`config.mk`:
```
export PLATFORM = sky130hd
export DESIGN_NAME = rx_stat_counters
export DESIGN_NICKNAME = d
export VERILOG_FILES = /design/src/rtl/rx_stat_counters.sv
export SDC_FILE = /design/constraint.sdc
export NUM_CORES = 1
export LEC_CHECK = 0
export BUFFER_PORTS_ARGS = -buffer_cell sky130_fd_sc_hd__buf_2
export CAP_MARGIN = 15
export CORE_ASPECT_RATIO = 0.7
export CORE_MARGIN = 4
export CORE_UTILIZATION = 45
export CTS_CLUSTER_DIAMETER = 150
export DETAILED_ROUTE_END_ITERATION = 7
export PLACE_DENSITY = 0.66
export SLEW_MARGIN = 20
export SYNTH_ARGS = -nofsm -noshare
export SYNTH_HDL_FRONTEND = slang
export SYNTH_SLANG_ARGS = --single-unit
export TNS_END_PERCENT = 10
```
`constraint.sdc`:
```
create_clock -name clk -period 3.5 [get_ports clk]
set_input_delay 0.175 -clock clk [delete_from_list [all_inputs] [get_ports clk]]
set_output_delay 0.175 -clock clk [all_outputs]
set_load 0.01 [all_outputs]
```
`src/rtl/rx_stat_counters.sv`:
```
module rx_stat_counters #(
  parameter int CNT_W = 32,
  parameter int AW = 12,
  parameter logic [AW-1:0] A_STAT  = 12'h104,
  parameter logic [AW-1:0] A_MASK  = 12'h10C,
  parameter logic [AW-1:0] A_CRC   = 12'h194,
  parameter logic [AW-1:0] A_ALIGN = 12'h198,
  parameter logic [AW-1:0] A_UCAST = 12'h1C4,
  parameter int POS_CRC   = 5,
  parameter int POS_ALIGN = 6,
  parameter int POS_UCAST = 17
) (
  input  logic          clk,
  input  logic          rst_n,
  input  logic          ev_ucast,
  input  logic          ev_align,
  input  logic          ev_crc,
  input  logic [AW-1:0] bus_addr,
  input  logic [3:0]    bus_be,
  input  logic          bus_rd,
  input  logic          bus_wr,
  input  logic [31:0]   bus_wdata,
  output logic [31:0]   bus_rdata,
  output logic          irq
);
  localparam int N = 3;
  localparam logic [AW-1:0] ADDR [N] = '{A_CRC, A_ALIGN, A_UCAST};
  localparam int POS [N] = '{POS_CRC, POS_ALIGN, POS_UCAST};
  localparam logic [CNT_W-1:0] PRE_MSB = {1'b0, {(CNT_W-1){1'b1}}};
  localparam logic [31:0] IMPL = (32'd1 << POS_CRC) | (32'd1 << POS_ALIGN) | (32'd1 << POS_UCAST);

  logic [N-1:0]            ev;
  logic [N-1:0][CNT_W-1:0] cnt;
  logic [N-1:0]            flag;
  logic [31:0]             stat_word, mask_q, rd_next;

  assign ev = {ev_ucast, ev_align, ev_crc};

  for (genvar g = 0; g < N; g++) begin : g_cnt
    logic clr_hit, msb_up;
    assign clr_hit = bus_rd && bus_be[0] && (bus_addr == ADDR[g]);
    assign msb_up  = ev[g] && (cnt[g] == PRE_MSB);

    always_ff @(posedge clk) begin
      if (!rst_n) begin
        cnt[g]  <= '0;
        flag[g] <= 1'b0;
      end else begin
        if (ev[g]) cnt[g] <= cnt[g] + 1'b1;
        if (msb_up) flag[g] <= 1'b1;
        else if (clr_hit) flag[g] <= 1'b0;
      end
    end
  end

  always_comb begin
    stat_word = '0;
    for (int i = 0; i < N; i++) stat_word[POS[i]] = flag[i];
  end

  always_ff @(posedge clk) begin
    if (!rst_n) mask_q <= '0;
    else if (bus_wr && bus_addr == A_MASK)
      for (int b = 0; b < 4; b++)
        if (bus_be[b]) mask_q[8*b +: 8] <= bus_wdata[8*b +: 8] & IMPL[8*b +: 8];
  end

  always_comb begin
    rd_next = '0;
    if (bus_addr == A_STAT) rd_next = stat_word;
    if (bus_addr == A_MASK) rd_next = mask_q;
    for (int i = 0; i < N; i++)
      if (bus_addr == ADDR[i]) rd_next = 32'(cnt[i]);
  end

  always_ff @(posedge clk) begin
    if (!rst_n) bus_rdata <= '0;
    else if (bus_rd) bus_rdata <= rd_next;
  end

  assign irq = |(stat_word & ~mask_q);
endmodule


```
==> metrics.json, run 1 <==
{
  "status": "complete, no violations",
  "post-synth-top-count-cell": "sky130_fd_sc_hd__dfxtp_1",
  "cts-htree-levels": 4,
  "first_pass_grt_wire_length_um": 26780,
  "synth_cell_area_um2": 6399,
  "layout.nets": 884,
  "clock_sink_count": 134,
  "final-setup-viol-count": 0,
  "final_cells": 1029,
  "final_hold_violations": 0,
  "hold_class": "in -> reg",
  "p_sw_frac": 0.2132,
  "power_density_nw_per_um2": 482.0,
  "placement_rows": 36,
  "synth_area_per_cell_um2": 8.100,
  "static-leakage-power_nw": 2.567,
  "grt_use_total": 0.2074,
  "netlist_top_cells_count": "sky130_fd_sc_hd__dfxtp_1 (134), sky130_fd_sc_hd__nor2_1 (85), sky130_fd_sc_hd__o21ai_0 (77), sky130_fd_sc_hd__nand2_1 (68), sky130_fd_sc_hd__a21oi_1 (50)",
  "comb_power_share": 0.033,
  "drt_iter0_markers": 443,
  "timing.fmax_mhz": 422.0,
  "worstSetupStartpointType": "flip-flop",
  "die-area_um2": 16220,
  "ios": 88,
  "switchingPower_mw": 0.7657,
  "synthCells": 790,
  "crit_start": "cnt[32]",
  "fin_skew_ps": 9.218,
  "r2r_setup_slack_ps": 1130,
  "gr_ovfl_total": 0,
  "final_min_period_over_clock_period": 0.6770,
  "die_width_um": 150.5,
  "cell_count_after_placement": 995,
  "worst-r2r-cell-count": 6,
  "number_of_buffers_created_by_cts": 17,
  "setup_tns_ps": 0,
  "cts-root-to-sink-buffers": 2,
  "place_congestion": 0.8563,
  "setup.worst_path.end_class": "flip-flop",
  "clk_transition_reported_paths_ps": 60,
  "cts.repair.resized": 0,
  "drtPass1Iterations": 5,
  "hold-path-endpoint": "mask_q[17]",
  "tritoncts_clock_tree": "built",
  "vdd_ir_drop_max_v": 0.0002871,
  "dpl.hpwl_um": 11700,
  "p_int_mw": 2.825,
  "critPathArrivalTime_ps": 2700,
  "slew_violations": 0,
  "cp_data_required_time_ps": 3830,
  "design.core.area_um2": 13920,
  "worst_slew_margin_rel": 0.3216,
  "areaGrowthSynthToFinish_pct": 16.43,
  "async_flop_share": 0,
  "drive_above_1_share": 0.1228,
  "utilization": 0.5352,
  "number_of_synthesized_flops_with_an_enable_pin": 0,
  "hold_start": "bus_wdata[17]",
  "yosysUniqueCellTypes": 47,
  "largest_cells_by_area_after_synthesis": "sky130_fd_sc_hd__dfxtp_1 (42%), sky130_fd_sc_hd__o21ai_0 (6.0%), sky130_fd_sc_hd__nor2_1 (5.0%)",
  "pwr-share-seq": 0.431,
  "clock_root_buffer": "sky130_fd_sc_hd__clkbuf_16",
  "synth_warnings": 0,
  "die-height_um": 107.8,
  "ys_ff_latch": 134,
  "synth_top_area_frac": 0.4192,
  "holdPathStages": 3,
  "vias": 5835,
  "routedWlPerCell_um": 16.00,
  "grt_max_degree": 94,
  "power_frac_clock": 0.536,
  "grt_pass1_vias": 5367,
  "route.final.wire_length_um": 16470,
  "clkLatencyLatePin_ps": 410,
  "timing_worst_setup_path_type": "reg -> reg",
  "syn-num-nets": 848,
  "worst_r2r_startpoint": "cnt[32]",
  "worst_r2r_endpoint": "cnt[60]",
  "synth_top_flop_cell": "sky130_fd_sc_hd__dfxtp_1",
  "synth-seq-area-share": 0.4192,
  "antenna_left": 0,
  "remaining_design_rule_violation_count": 0,
  "worst-path-max-fanout": 10,
  "path_cells": "ha_1 > nand3_1 > or2_1 > or4_1 > or3_1 > a21oi_1",
  "worst_path_max_delay_cell": "sky130_fd_sc_hd__or4_1",
  "initial_core_utilization": 0.4597,
  "port-buffer-count": 56,
  "antenna_violations_before_repair": 0,
  "grt_setup_unrepaired": "false",
  "diodes": 0,
  "setup_slack_ps": 1130,
  "avgViaCountPerCell": 5.671,
  "preCtsSetupSlack_ps": 1106,
  "worstMarginPinSlew_ps": 1018,
  "num-fill-cells": 1304,
  "timing.max_cap.violations": 0,
  "period_needed_ps": 2370,
  "hold-worst-slack_ps": 1.088,
  "slowest_delay_ps": 660,
  "synth_largest_area_cell": "sky130_fd_sc_hd__dfxtp_1"
}
==> critical path: cells and delay by family, from the launching register on <==
kind,cells,cell delay [ps]
and+or+nand+nor,4,1510
DFF,1,400
adders and majority gates,1,220
AOI/OAI and AO/OA,1,150
==> power groups by stage <==
stage	sequential (mW)	clock (mW)	combinational, mW
floorplan	1.58	0	0.0751
global placement	1.58	0	0.110
detailed placement	1.58	0	0.114
CTS	1.55	1.94	0.116
global route	1.55	2.01	0.131
finish	1.55	1.93	0.118
==> cells in the final DEF, fill, tap and decap left out, types with 3 or more instances in the layout <==
cell / n
sky130_fd_sc_hd__a21oi_1: 50
sky130_fd_sc_hd__o2bb2ai_1: 25
sky130_fd_sc_hd__buf_4: 5
sky130_fd_sc_hd__o21ai_1: 5
sky130_fd_sc_hd__and3_1: 16
sky130_fd_sc_hd__inv_1: 18
sky130_fd_sc_hd__mux2i_1: 10
sky130_fd_sc_hd__nor2_1: 84
sky130_fd_sc_hd__clkbuf_16: 17
sky130_fd_sc_hd__nand3_1: 35
sky130_fd_sc_hd__buf_2: 56
sky130_fd_sc_hd__ha_1: 3
sky130_fd_sc_hd__a21boi_0: 4
sky130_fd_sc_hd__nand4_1: 28
sky130_fd_sc_hd__nor3_1: 25
sky130_fd_sc_hd__and2_1: 6
sky130_fd_sc_hd__bufinv_16: 4
sky130_fd_sc_hd__xnor2_1: 34
sky130_fd_sc_hd__or3_1: 16
sky130_fd_sc_hd__dfxtp_1: 134
sky130_fd_sc_hd__clkbuf_8: 3
sky130_fd_sc_hd__xor2_1: 36
sky130_fd_sc_hd__o21ai_0: 77
sky130_fd_sc_hd__o22ai_1: 10
sky130_fd_sc_hd__nor4_1: 9
sky130_fd_sc_hd__o21a_1: 3
sky130_fd_sc_hd__nand2_1: 68
sky130_fd_sc_hd__and4_1: 10
sky130_fd_sc_hd__or4_1: 4
sky130_fd_sc_hd__nand2b_1: 6
==> state kept, by name, indices dropped and copies added (netlist names) <==
register	count
cnt	96
bus_rdata	32
flag	3
mask_q	3
==> kinds of logic after synthesis <==
| group | share of synthesized area |
|---|---|
| compound gates | 0.1693 |
| flops | 0.4192 |
| fa+ha+maj | 0.005867 |
| xor+xnor | 0.09582 |
| mux | 0.01564 |
| simple gates | 0.2534 |
| buf+inv | 0.04067 |
==> per-layer routing <==
layer  up-vias  GRT usage  wire length [µm]
met5         -          0                 0
met2       176     0.3252              7376
met4         0    0.06397               298
met3        29    0.05135              1100
li1       2873          -                 -
met1      2757     0.2817              7689
==> through the flow <==
stage | instance area (µm²) | total power, mW
6_report | 7450 | 3.591
2_1_floorplan | 6399 | 1.652
4_1_cts | 7435 | 3.605
3_3_place_gp | 6773 | 1.689
5_1_grt | 7450 | 3.691
3_5_place_dp | 6773 | 1.694
==> timing repair <==
item | CTS | global route
buffers inserted | 0 | 0
hold buffers | 2 | 0
endpoints found under the hold margin | 2 | 0
==> how the worst max path moves through the flow <==
stage	slack, ps	endpoint	depth (start not counted)
after floorplan	1380	cnt[60]	7
after global placement	1200	bus_rdata[7]	7
after detailed placement	1110	bus_rdata[31]	7
after CTS	1140	flag[1]	6
after global routing	960	cnt[60]	6
final	1130	cnt[60]	6
==> cell type report <==
cell class                 count  area (µm²)  share of cell area
inverter                      19       71.32            0.009573
sequential                   134        2683              0.3601
timing repair buffer          63       337.8             0.04535
clock buffer                  21       470.5             0.06315
multi-input combinational    591        3478              0.4669
tap                          190       237.7             0.03191
clock inverter                11       171.4             0.02301
No activity file was read; power rests on OpenSTA's default activity.
==> inputs of run 2 (changes only) <==
- clock period: 3.5 -> 2.4 ns (I/O delays scaled with it)
==> metrics.json, run 2 (synthesized netlist as in run 1, its figures left out) <==
{
  "p_int": {"value": 3.731, "unit": "mW", "change": "+32%"},
  "comb_power_share": {"value": 0.037, "change": "+0.004"},
  "num-fill-cells": {"value": 1305, "change": "+0.077%"},
  "power_density": {"value": 645.3, "unit": "nW/µm²", "change": "+34%"},
  "worst_slew_margin_rel": {"value": 0.3680, "change": "+0.04647"},
  "fin_total_pwr": {"value": 4.809, "unit": "mW", "change": "+34%"},
  "vdd_ir_drop_max": {"value": 0.0004948, "unit": "V", "change": "+72%"},
  "static-leakage-power": {"value": 2.581, "unit": "nW", "change": "+0.53%"},
  "fin_skew": {"value": 7.592, "unit": "ps", "change": "-1.626 ps"},
  "place_congestion": {"value": 0.8905, "change": "+4.0%"},
  "hold_start": "ev_ucast",
  "clock_sink_count": {"value": 134, "change": "unchanged"},
  "number_of_buffers_created_by_cts": {"value": 17, "change": "unchanged"},
  "setup.worst_path.end_class": "flip-flop",
  "placement_rows": {"value": 36, "change": "unchanged"},
  "antenna_violations_before_repair": {"value": 0, "change": "unchanged"},
  "worst-r2r-cell-count": {"value": 6, "change": "unchanged"},
  "postLayoutCellArea": {"value": 7452, "unit": "µm²", "change": "about the same"},
  "vias": {"value": 5902, "change": "+1.1%"},
  "hold_class": "in -> reg",
  "final-setup-viol-count": {"value": 0, "change": "unchanged"},
  "grt_use_total": {"value": 0.2126, "change": "+0.005161"},
  "timing_worst_setup_path_type": "reg -> reg",
  "cts-htree-levels": {"value": 4, "change": "unchanged"},
  "r2r_setup_slack": {"value": 210, "unit": "ps", "change": "-920 ps"},
  "drt_iter0_markers": {"value": 425, "change": "-4.1%"},
  "ios": {"value": 88, "change": "unchanged"},
  "worstMarginPinSlew": {"value": 947.9, "unit": "ps", "change": "-69.70 ps"},
  "antenna_left": {"value": 0, "change": "unchanged"},
  "die-area": {"value": 16220, "unit": "µm²", "change": "unchanged"},
  "grt_setup_unrepaired": "false",
  "worstSetupStartpointType": "flip-flop",
  "slew_violations": {"value": 0, "change": "unchanged"},
  "p_sw_frac": {"value": 0.2240, "change": "+0.01075"},
  "timing.fmax": {"value": 456.9, "unit": "MHz", "change": "+8.3%"},
  "remaining_design_rule_violation_count": {"value": 0, "change": "unchanged"},
  "pwr-share-seq": {"value": 0.469, "change": "+0.038"},
  "die-height": {"value": 107.8, "unit": "µm", "change": "unchanged"},
  "cp_data_required_time": {"value": 2750, "unit": "ps", "change": "-1080 ps"},
  "most-common-layout-cells": "sky130_fd_sc_hd__dfxtp_1 (134), sky130_fd_sc_hd__nor2_1 (84), sky130_fd_sc_hd__o21ai_0 (77), sky130_fd_sc_hd__nand2_1 (68), sky130_fd_sc_hd__buf_2 (56)",
  "drtPass1Iterations": {"value": 5, "change": "unchanged"},
  "biggestRegsByFlops": "cnt x96, bus_rdata x32",
  "worst-path-max-fanout": {"value": 5, "change": "-5"},
  "hold-path-endpoint": "cnt[64]",
  "final_hold_violations": {"value": 0, "change": "unchanged"},
  "port-buffer-count": {"value": 56, "change": "unchanged"},
  "timing.max_cap.violations": {"value": 0, "change": "unchanged"},
  "cts-root-to-sink-buffers": {"value": 2, "change": "unchanged"},
  "power_frac_clock": {"value": 0.494, "change": "-0.042"},
  "path_cells": "ha_1 > nand3_1 > or2_1 > or4_1 > or3_1 > a21oi_1",
  "clkLatencyLatePin": {"value": 420, "unit": "ps", "change": "about the same"},
  "routedWlPerCell": {"value": 16.22, "unit": "µm", "change": "+1.4%"},
  "critPathArrivalTime": {"value": 2530, "unit": "ps", "change": "-170 ps"},
  "flip_flop_count_of_the_largest_register_all_copies_and_words_added": {"value": 96, "change": "unchanged"},
  "layout.nets": {"value": 899, "change": "+1.7%"},
  "status": "complete, no violations",
  "grt_max_degree": {"value": 94, "change": "unchanged"},
  "switchingPower": {"value": 1.077, "unit": "mW", "change": "+41%"},
  "hold-worst-slack": {"value": 37.80, "unit": "ps", "change": "+36.71 ps"},
  "diodes": {"value": 0, "change": "unchanged"},
  "setup_slack": {"value": 211.4, "unit": "ps", "change": "-919.0 ps"},
  "route.final.wire_length": {"value": 16910, "unit": "µm", "change": "+2.7%"},
  "slowest_delay": {"value": 630, "unit": "ps", "change": "-30 ps"},
  "initial_core_utilization": {"value": 0.4597, "change": "unchanged"},
  "dpl.hpwl": {"value": 12020, "unit": "µm", "change": "+2.8%"},
  "mostFrequentLayoutCell": "sky130_fd_sc_hd__dfxtp_1",
  "final_min_period_over_clock_period": {"value": 0.9119, "change": "+0.2349"},
  "design.core.area": {"value": 13920, "unit": "µm²", "change": "unchanged"},
  "post_cts.repair.setup_buffers": {"value": 0, "change": "unchanged"},
  "preCtsSetupSlack": {"value": 224.0, "unit": "ps", "change": "-882.1 ps"},
  "worst_r2r_endpoint": "cnt[62]",
  "avgViaCountPerCell": {"value": 5.664, "change": "-0.11%"},
  "grt_pass1_vias": {"value": 5550, "change": "+3.4%"},
  "period_needed": {"value": 2189, "unit": "ps", "change": "-181.0 ps"},
  "tritoncts_clock_tree": "built",
  "clock_root_buffer": "sky130_fd_sc_hd__clkbuf_16",
  "setup_tns": {"value": 0, "unit": "ps", "change": "unchanged"},
  "holdPathStages": {"value": 3, "change": "unchanged"},
  "first_pass_grt_wire_length": {"value": 27190, "unit": "µm", "change": "+1.5%"},
  "worst_r2r_startpoint": "cnt[32]",
  "placedInstanceArea": {"value": 6890, "unit": "µm²", "change": "+1.7%"},
  "die_width": {"value": 150.5, "unit": "µm", "change": "unchanged"},
  "cts.repair.resized": {"value": 0, "change": "unchanged"},
  "gr_ovfl_total": {"value": 0, "change": "unchanged"},
  "clk_transition_reported_paths": {"value": 50, "unit": "ps", "change": "about the same"},
  "largest-register": "cnt",
  "areaGrowthSynthToFinish": {"value": 16.46, "unit": "%", "change": "about the same"},
  "cts-hold-fix-buffers": {"value": 3, "change": "+1"},
  "drive_above_1_share": {"value": 0.1326, "change": "+0.009864"},
  "worst_path_max_delay_cell": "sky130_fd_sc_hd__or4_1"
}
## run 2: cell types whose count changed in the layout (fill, tap and decap cells not counted), moves of 2 or more
| cell | before | now |
|---|---|---|
| sky130_fd_sc_hd__buf_4 | 5 | 18 |
| sky130_fd_sc_hd__bufinv_16 | 4 | 1 |
| sky130_fd_sc_hd__nor2b_4 | 2 | 0 |
| sky130_fd_sc_hd__nor2b_2 | 0 | 2 |
| sky130_fd_sc_hd__clkbuf_1 | 1 | 3 |
| sky130_fd_sc_hd__clkinv_2 | 2 | 4 |
| sky130_fd_sc_hd__clkbuf_8 | 3 | 1 |
## run 2: per-stage QoR
stage	cells	util
2_1_floorplan	790	-
3_3_place_gp	1009	0.4951
3_5_place_dp	1009	0.4951
4_1_cts	1042	0.5354
5_1_grt	1042	0.5354
6_report	1042	0.5354
## run 2: power by group through the flow
stage | Clock (mW) | Combinational (mW) | Sequential [mW]
4_1_cts | 2.40 | 0.179 | 2.26
3_3_place_gp | 0 | 0.168 | 2.30
6_report | 2.37 | 0.179 | 2.26
3_5_place_dp | 0 | 0.174 | 2.30
5_1_grt | 2.51 | 0.198 | 2.26
2_1_floorplan | 0 | 0.110 | 2.30
## run 2: metal layers
metal	up-vias	GRT usage	wire, µm
met5	-	0	0
met4	0	0.06201	181
met3	20	0.04503	981
met2	164	0.3310	7582
met1	2816	0.2968	8160
li1	2902	-	-
## run 2: worst max-delay path by stage
stage | start | slack (ps) | cells past startpoint | to
2_1_floorplan | cnt[32] | 280 | 7 | cnt[60]
3_3_place_gp | cnt[32] | 270 | 6 | flag[1]
3_5_place_dp | cnt[5] | 220 | 5 | cnt[31]
4_1_cts | cnt[5] | 220 | 5 | cnt[31]
5_1_grt | cnt[32] | 30 | 6 | cnt[62]
6_report | cnt[32] | 210 | 6 | cnt[62]
## run 2: critical path: cells and delay by family (launching register included)
| kind | cells | cell delay (ps) |
|---|---|---|
| AO/OA/AOI/OAI | 1 | 140 |
| adder cells (fa/ha/maj) | 1 | 210 |
| flip-flops | 1 | 400 |
| AND/OR/NAND/NOR | 4 | 1360 |
## run 2: area by class of cell
class | instances | area (µm²) | area share
Clock inverter | 9 | 81.33 | 0.01091
Multi-Input combinational cell | 591 | 3463 | 0.4647
Clock buffer | 21 | 450.4 | 0.06044
Timing Repair Buffer | 78 | 465.4 | 0.06246
Inverter | 19 | 71.32 | 0.009570
Sequential cell | 134 | 2683 | 0.3600
Tap cell | 190 | 237.7 | 0.03190
==> inputs of run 3 (changes only) <==
- SETUP_SLACK_MARGIN: unset -> 0.3
==> metrics.json, run 3 (synthesized netlist as in run 1, its figures left out) <==
{
  "critPathArrivalTime": {"value": 2460, "unit": "ps", "change": "-70 ps"},
  "timing_worst_setup_path_type": "reg -> reg",
  "port-buffer-count": {"value": 56, "change": "unchanged"},
  "worstMarginPinSlew": {"value": 896.0, "unit": "ps", "change": "-51.96 ps"},
  "tritoncts_clock_tree": "built",
  "power_density": {"value": 659.7, "unit": "nW/µm²", "change": "+2.2%"},
  "clk_transition_reported_paths": {"value": 60, "unit": "ps", "change": "about the same"},
  "avgViaCountPerCell": {"value": 5.668, "change": "about the same"},
  "place_congestion": {"value": 0.9045, "change": "+1.6%"},
  "setup_tns": {"value": 0, "unit": "ps", "change": "unchanged"},
  "timing.fmax": {"value": 472.1, "unit": "MHz", "change": "+3.3%"},
  "antenna_violations_before_repair": {"value": 0, "change": "unchanged"},
  "slew_violations": {"value": 0, "change": "unchanged"},
  "p_int": {"value": 3.888, "unit": "mW", "change": "+4.2%"},
  "grt_use_total": {"value": 0.2151, "change": "+0.002514"},
  "drt_iter0_markers": {"value": 565, "change": "+33%"},
  "final-setup-viol-count": {"value": 0, "change": "unchanged"},
  "initial_core_utilization": {"value": 0.4597, "change": "unchanged"},
  "critPathTopFamily": "simple AND/OR/NAND/NOR gates",
  "cp_data_required_time": {"value": 2740, "unit": "ps", "change": "about the same"},
  "post_cts.repair.setup_buffers": {"value": 0, "change": "unchanged"},
  "cts-root-to-sink-buffers": {"value": 2, "change": "unchanged"},
  "vdd_ir_drop_max": {"value": 0.0004184, "unit": "V", "change": "-15%"},
  "worstSetupPathDepth": {"value": 6, "change": "unchanged"},
  "vias": {"value": 5906, "change": "+0.068%"},
  "hold_start": "ev_ucast",
  "cts-htree-levels": {"value": 4, "change": "unchanged"},
  "utilization": {"value": 0.5405, "change": "+0.005034"},
  "pwr-share-seq": {"value": 0.455, "change": "-0.014"},
  "worst-path-max-fanout": {"value": 5, "change": "unchanged"},
  "diodes": {"value": 0, "change": "unchanged"},
  "met1Wirelength": {"value": 8074, "unit": "µm", "change": "-1.1%"},
  "path_cells": "ha_2 > nand3_1 > or2_4 > or4_4 > or3_1 > a21oi_1",
  "clock_root_buffer": "sky130_fd_sc_hd__clkbuf_16",
  "layout.nets": {"value": 899, "change": "unchanged"},
  "die_width": {"value": 150.5, "unit": "µm", "change": "unchanged"},
  "ios": {"value": 88, "change": "unchanged"},
  "setup.worst_path.end_class": "flip-flop",
  "detailroute.wirelength.met3": {"value": 1038, "unit": "µm", "change": "+5.8%"},
  "comb_power_share": {"value": 0.036, "change": "about the same"},
  "worst_path_max_delay_cell": "sky130_fd_sc_hd__or4_4",
  "num-fill-cells": {"value": 1306, "change": "+0.077%"},
  "remaining_design_rule_violation_count": {"value": 0, "change": "unchanged"},
  "worstSetupStartpointType": "flip-flop",
  "crit_buf_inv": {"value": 0, "change": "unchanged"},
  "drive_above_1_share": {"value": 0.1491, "change": "+0.01643"},
  "grt_max_degree": {"value": 94, "change": "unchanged"},
  "antenna_left": {"value": 0, "change": "unchanged"},
  "met2WireLength": {"value": 7795, "unit": "µm", "change": "+2.8%"},
  "biggestRegsByFlops": "cnt x96, bus_rdata x32",
  "final_hold_violations": {"value": 0, "change": "unchanged"},
  "maxUsedRoutingLayer": "met4",
  "gr_ovfl_total": {"value": 0, "change": "unchanged"},
  "drtPass1Iterations": {"value": 5, "change": "unchanged"},
  "clock_sink_count": {"value": 134, "change": "unchanged"},
  "first_pass_grt_wire_length": {"value": 27670, "unit": "µm", "change": "+1.8%"},
  "final_min_period_over_clock_period": {"value": 0.8825, "change": "-0.02943"},
  "power_frac_clock": {"value": 0.509, "change": "+0.015"},
  "period_needed": {"value": 2118, "unit": "ps", "change": "-70.63 ps"},
  "route.final.wire_length": {"value": 17090, "unit": "µm", "change": "+1.1%"},
  "worst_slew_margin_rel": {"value": 0.4027, "change": "+0.03464"},
  "die-height": {"value": 107.8, "unit": "µm", "change": "unchanged"},
  "grt_setup_unrepaired": "true",
  "fin_skew": {"value": 6.808, "unit": "ps", "change": "-0.7844 ps"},
  "number_of_buffers_created_by_cts": {"value": 17, "change": "unchanged"},
  "design.core.area": {"value": 13920, "unit": "µm²", "change": "unchanged"},
  "timing.max_cap.violations": {"value": 0, "change": "unchanged"},
  "worst-r2r-cell-count": {"value": 6, "change": "unchanged"},
  "worst_r2r_endpoint": "cnt[62]",
  "placement_rows": {"value": 36, "change": "unchanged"},
  "hold-worst-slack": {"value": 33.72, "unit": "ps", "change": "-4.078 ps"},
  "mostFrequentLayoutCell": "sky130_fd_sc_hd__dfxtp_1",
  "switchingPower": {"value": 1.075, "unit": "mW", "change": "-0.23%"},
  "status": "complete, no violations",
  "static-leakage-power": {"value": 2.614, "unit": "nW", "change": "+1.3%"},
  "largest-register": "cnt",
  "areaGrowthSynthToFinish_pct": 17.56,
  "worst_r2r_startpoint": "cnt[32]",
  "clkLatencyLatePin": {"value": 410, "unit": "ps", "change": "about the same"},
  "slowest_delay": {"value": 580, "unit": "ps", "change": "-50 ps"},
  "p_sw_frac": {"value": 0.2166, "change": "-0.007449"},
  "hold_class": "in -> reg",
  "dpl.hpwl": {"value": 12060, "unit": "µm", "change": "+0.30%"},
  "routedWlPerCell": {"value": 16.40, "unit": "µm", "change": "+1.1%"},
  "crit_end": "cnt[62]",
  "flip_flop_count_of_the_largest_register_all_copies_and_words_added": {"value": 96, "change": "unchanged"},
  "r2r_setup_slack": {"value": 280, "unit": "ps", "change": "+70 ps"},
  "die-area": {"value": 16220, "unit": "µm²", "change": "unchanged"},
  "grt_pass1_vias": {"value": 5577, "change": "+0.49%"},
  "most-common-layout-cells": "sky130_fd_sc_hd__dfxtp_1 (129), sky130_fd_sc_hd__nor2_1 (84), sky130_fd_sc_hd__o21ai_0 (77), sky130_fd_sc_hd__nand2_1 (68), sky130_fd_sc_hd__buf_2 (56)",
  "crit_start": "cnt[32]"
}
-- run 3: cell type report --
type                       count  area [µm²]  area share
sequential                   134        2689      0.3575
inverter                      19       71.32    0.009481
timing repair buffer          78       465.4     0.06188
clock inverter                10       105.1     0.01397
multi-input combinational    591        3487      0.4636
clock buffer                  20       466.7     0.06204
tap                          190       237.7     0.03160
-- run 3: layer usage --
metal,up-vias,global-route usage
met4,0,0.06201
met5,-,0
li1,2896,-
met3,24,0.04672
met1,2804,0.2943
met2,182,0.3419
-- run 3: worst min-delay path, stage by stage --
cell                      delay [ps]
sky130_fd_sc_hd__buf_2           140
sky130_fd_sc_hd__xnor2_1          80
sky130_fd_sc_hd__nor2_1           70
-- run 3: power by group through the flow --
stage / sequential [mW] / clock (mW) / combinational, mW
after floorplan: 2.30 / 0 / 0.110
after global placement: 2.30 / 0 / 0.168
after detailed placement: 2.30 / 0 / 0.172
after CTS: 2.26 / 2.55 / 0.177
after global routing: 2.26 / 2.67 / 0.198
final: 2.26 / 2.53 / 0.179
-- run 3: stage by stage --
step	std cells	area (µm²)	total power [mW]	worst slack [ps]
floorplan	790	6402	2.410	302.3
global placement	1009	6894	2.470	305.7
detailed placement	1009	6894	2.476	236.2
CTS	1042	7500	4.986	253.0
global route	1042	7522	5.127	212.1
finish	1042	7522	4.963	282.0
-- run 3: worst min-delay path by stage --
stage,end,depth (start not counted)
4_1_cts,cnt[64],3
2_1_floorplan,mask_q[5],2
6_report,cnt[64],3
3_3_place_gp,mask_q[6],3
5_1_grt,cnt[64],3
3_5_place_dp,mask_q[6],3
-- run 3: what timing repair did --
| item | 4_1_cts | 5_1_grt |
|---|---|---|
| endpoints found under the hold margin | 3 | 0 |
| endpoints found under the setup margin | 5 | 19 |
| hold buffers | 3 | 0 |
| resized for setup | 1 | 9 |
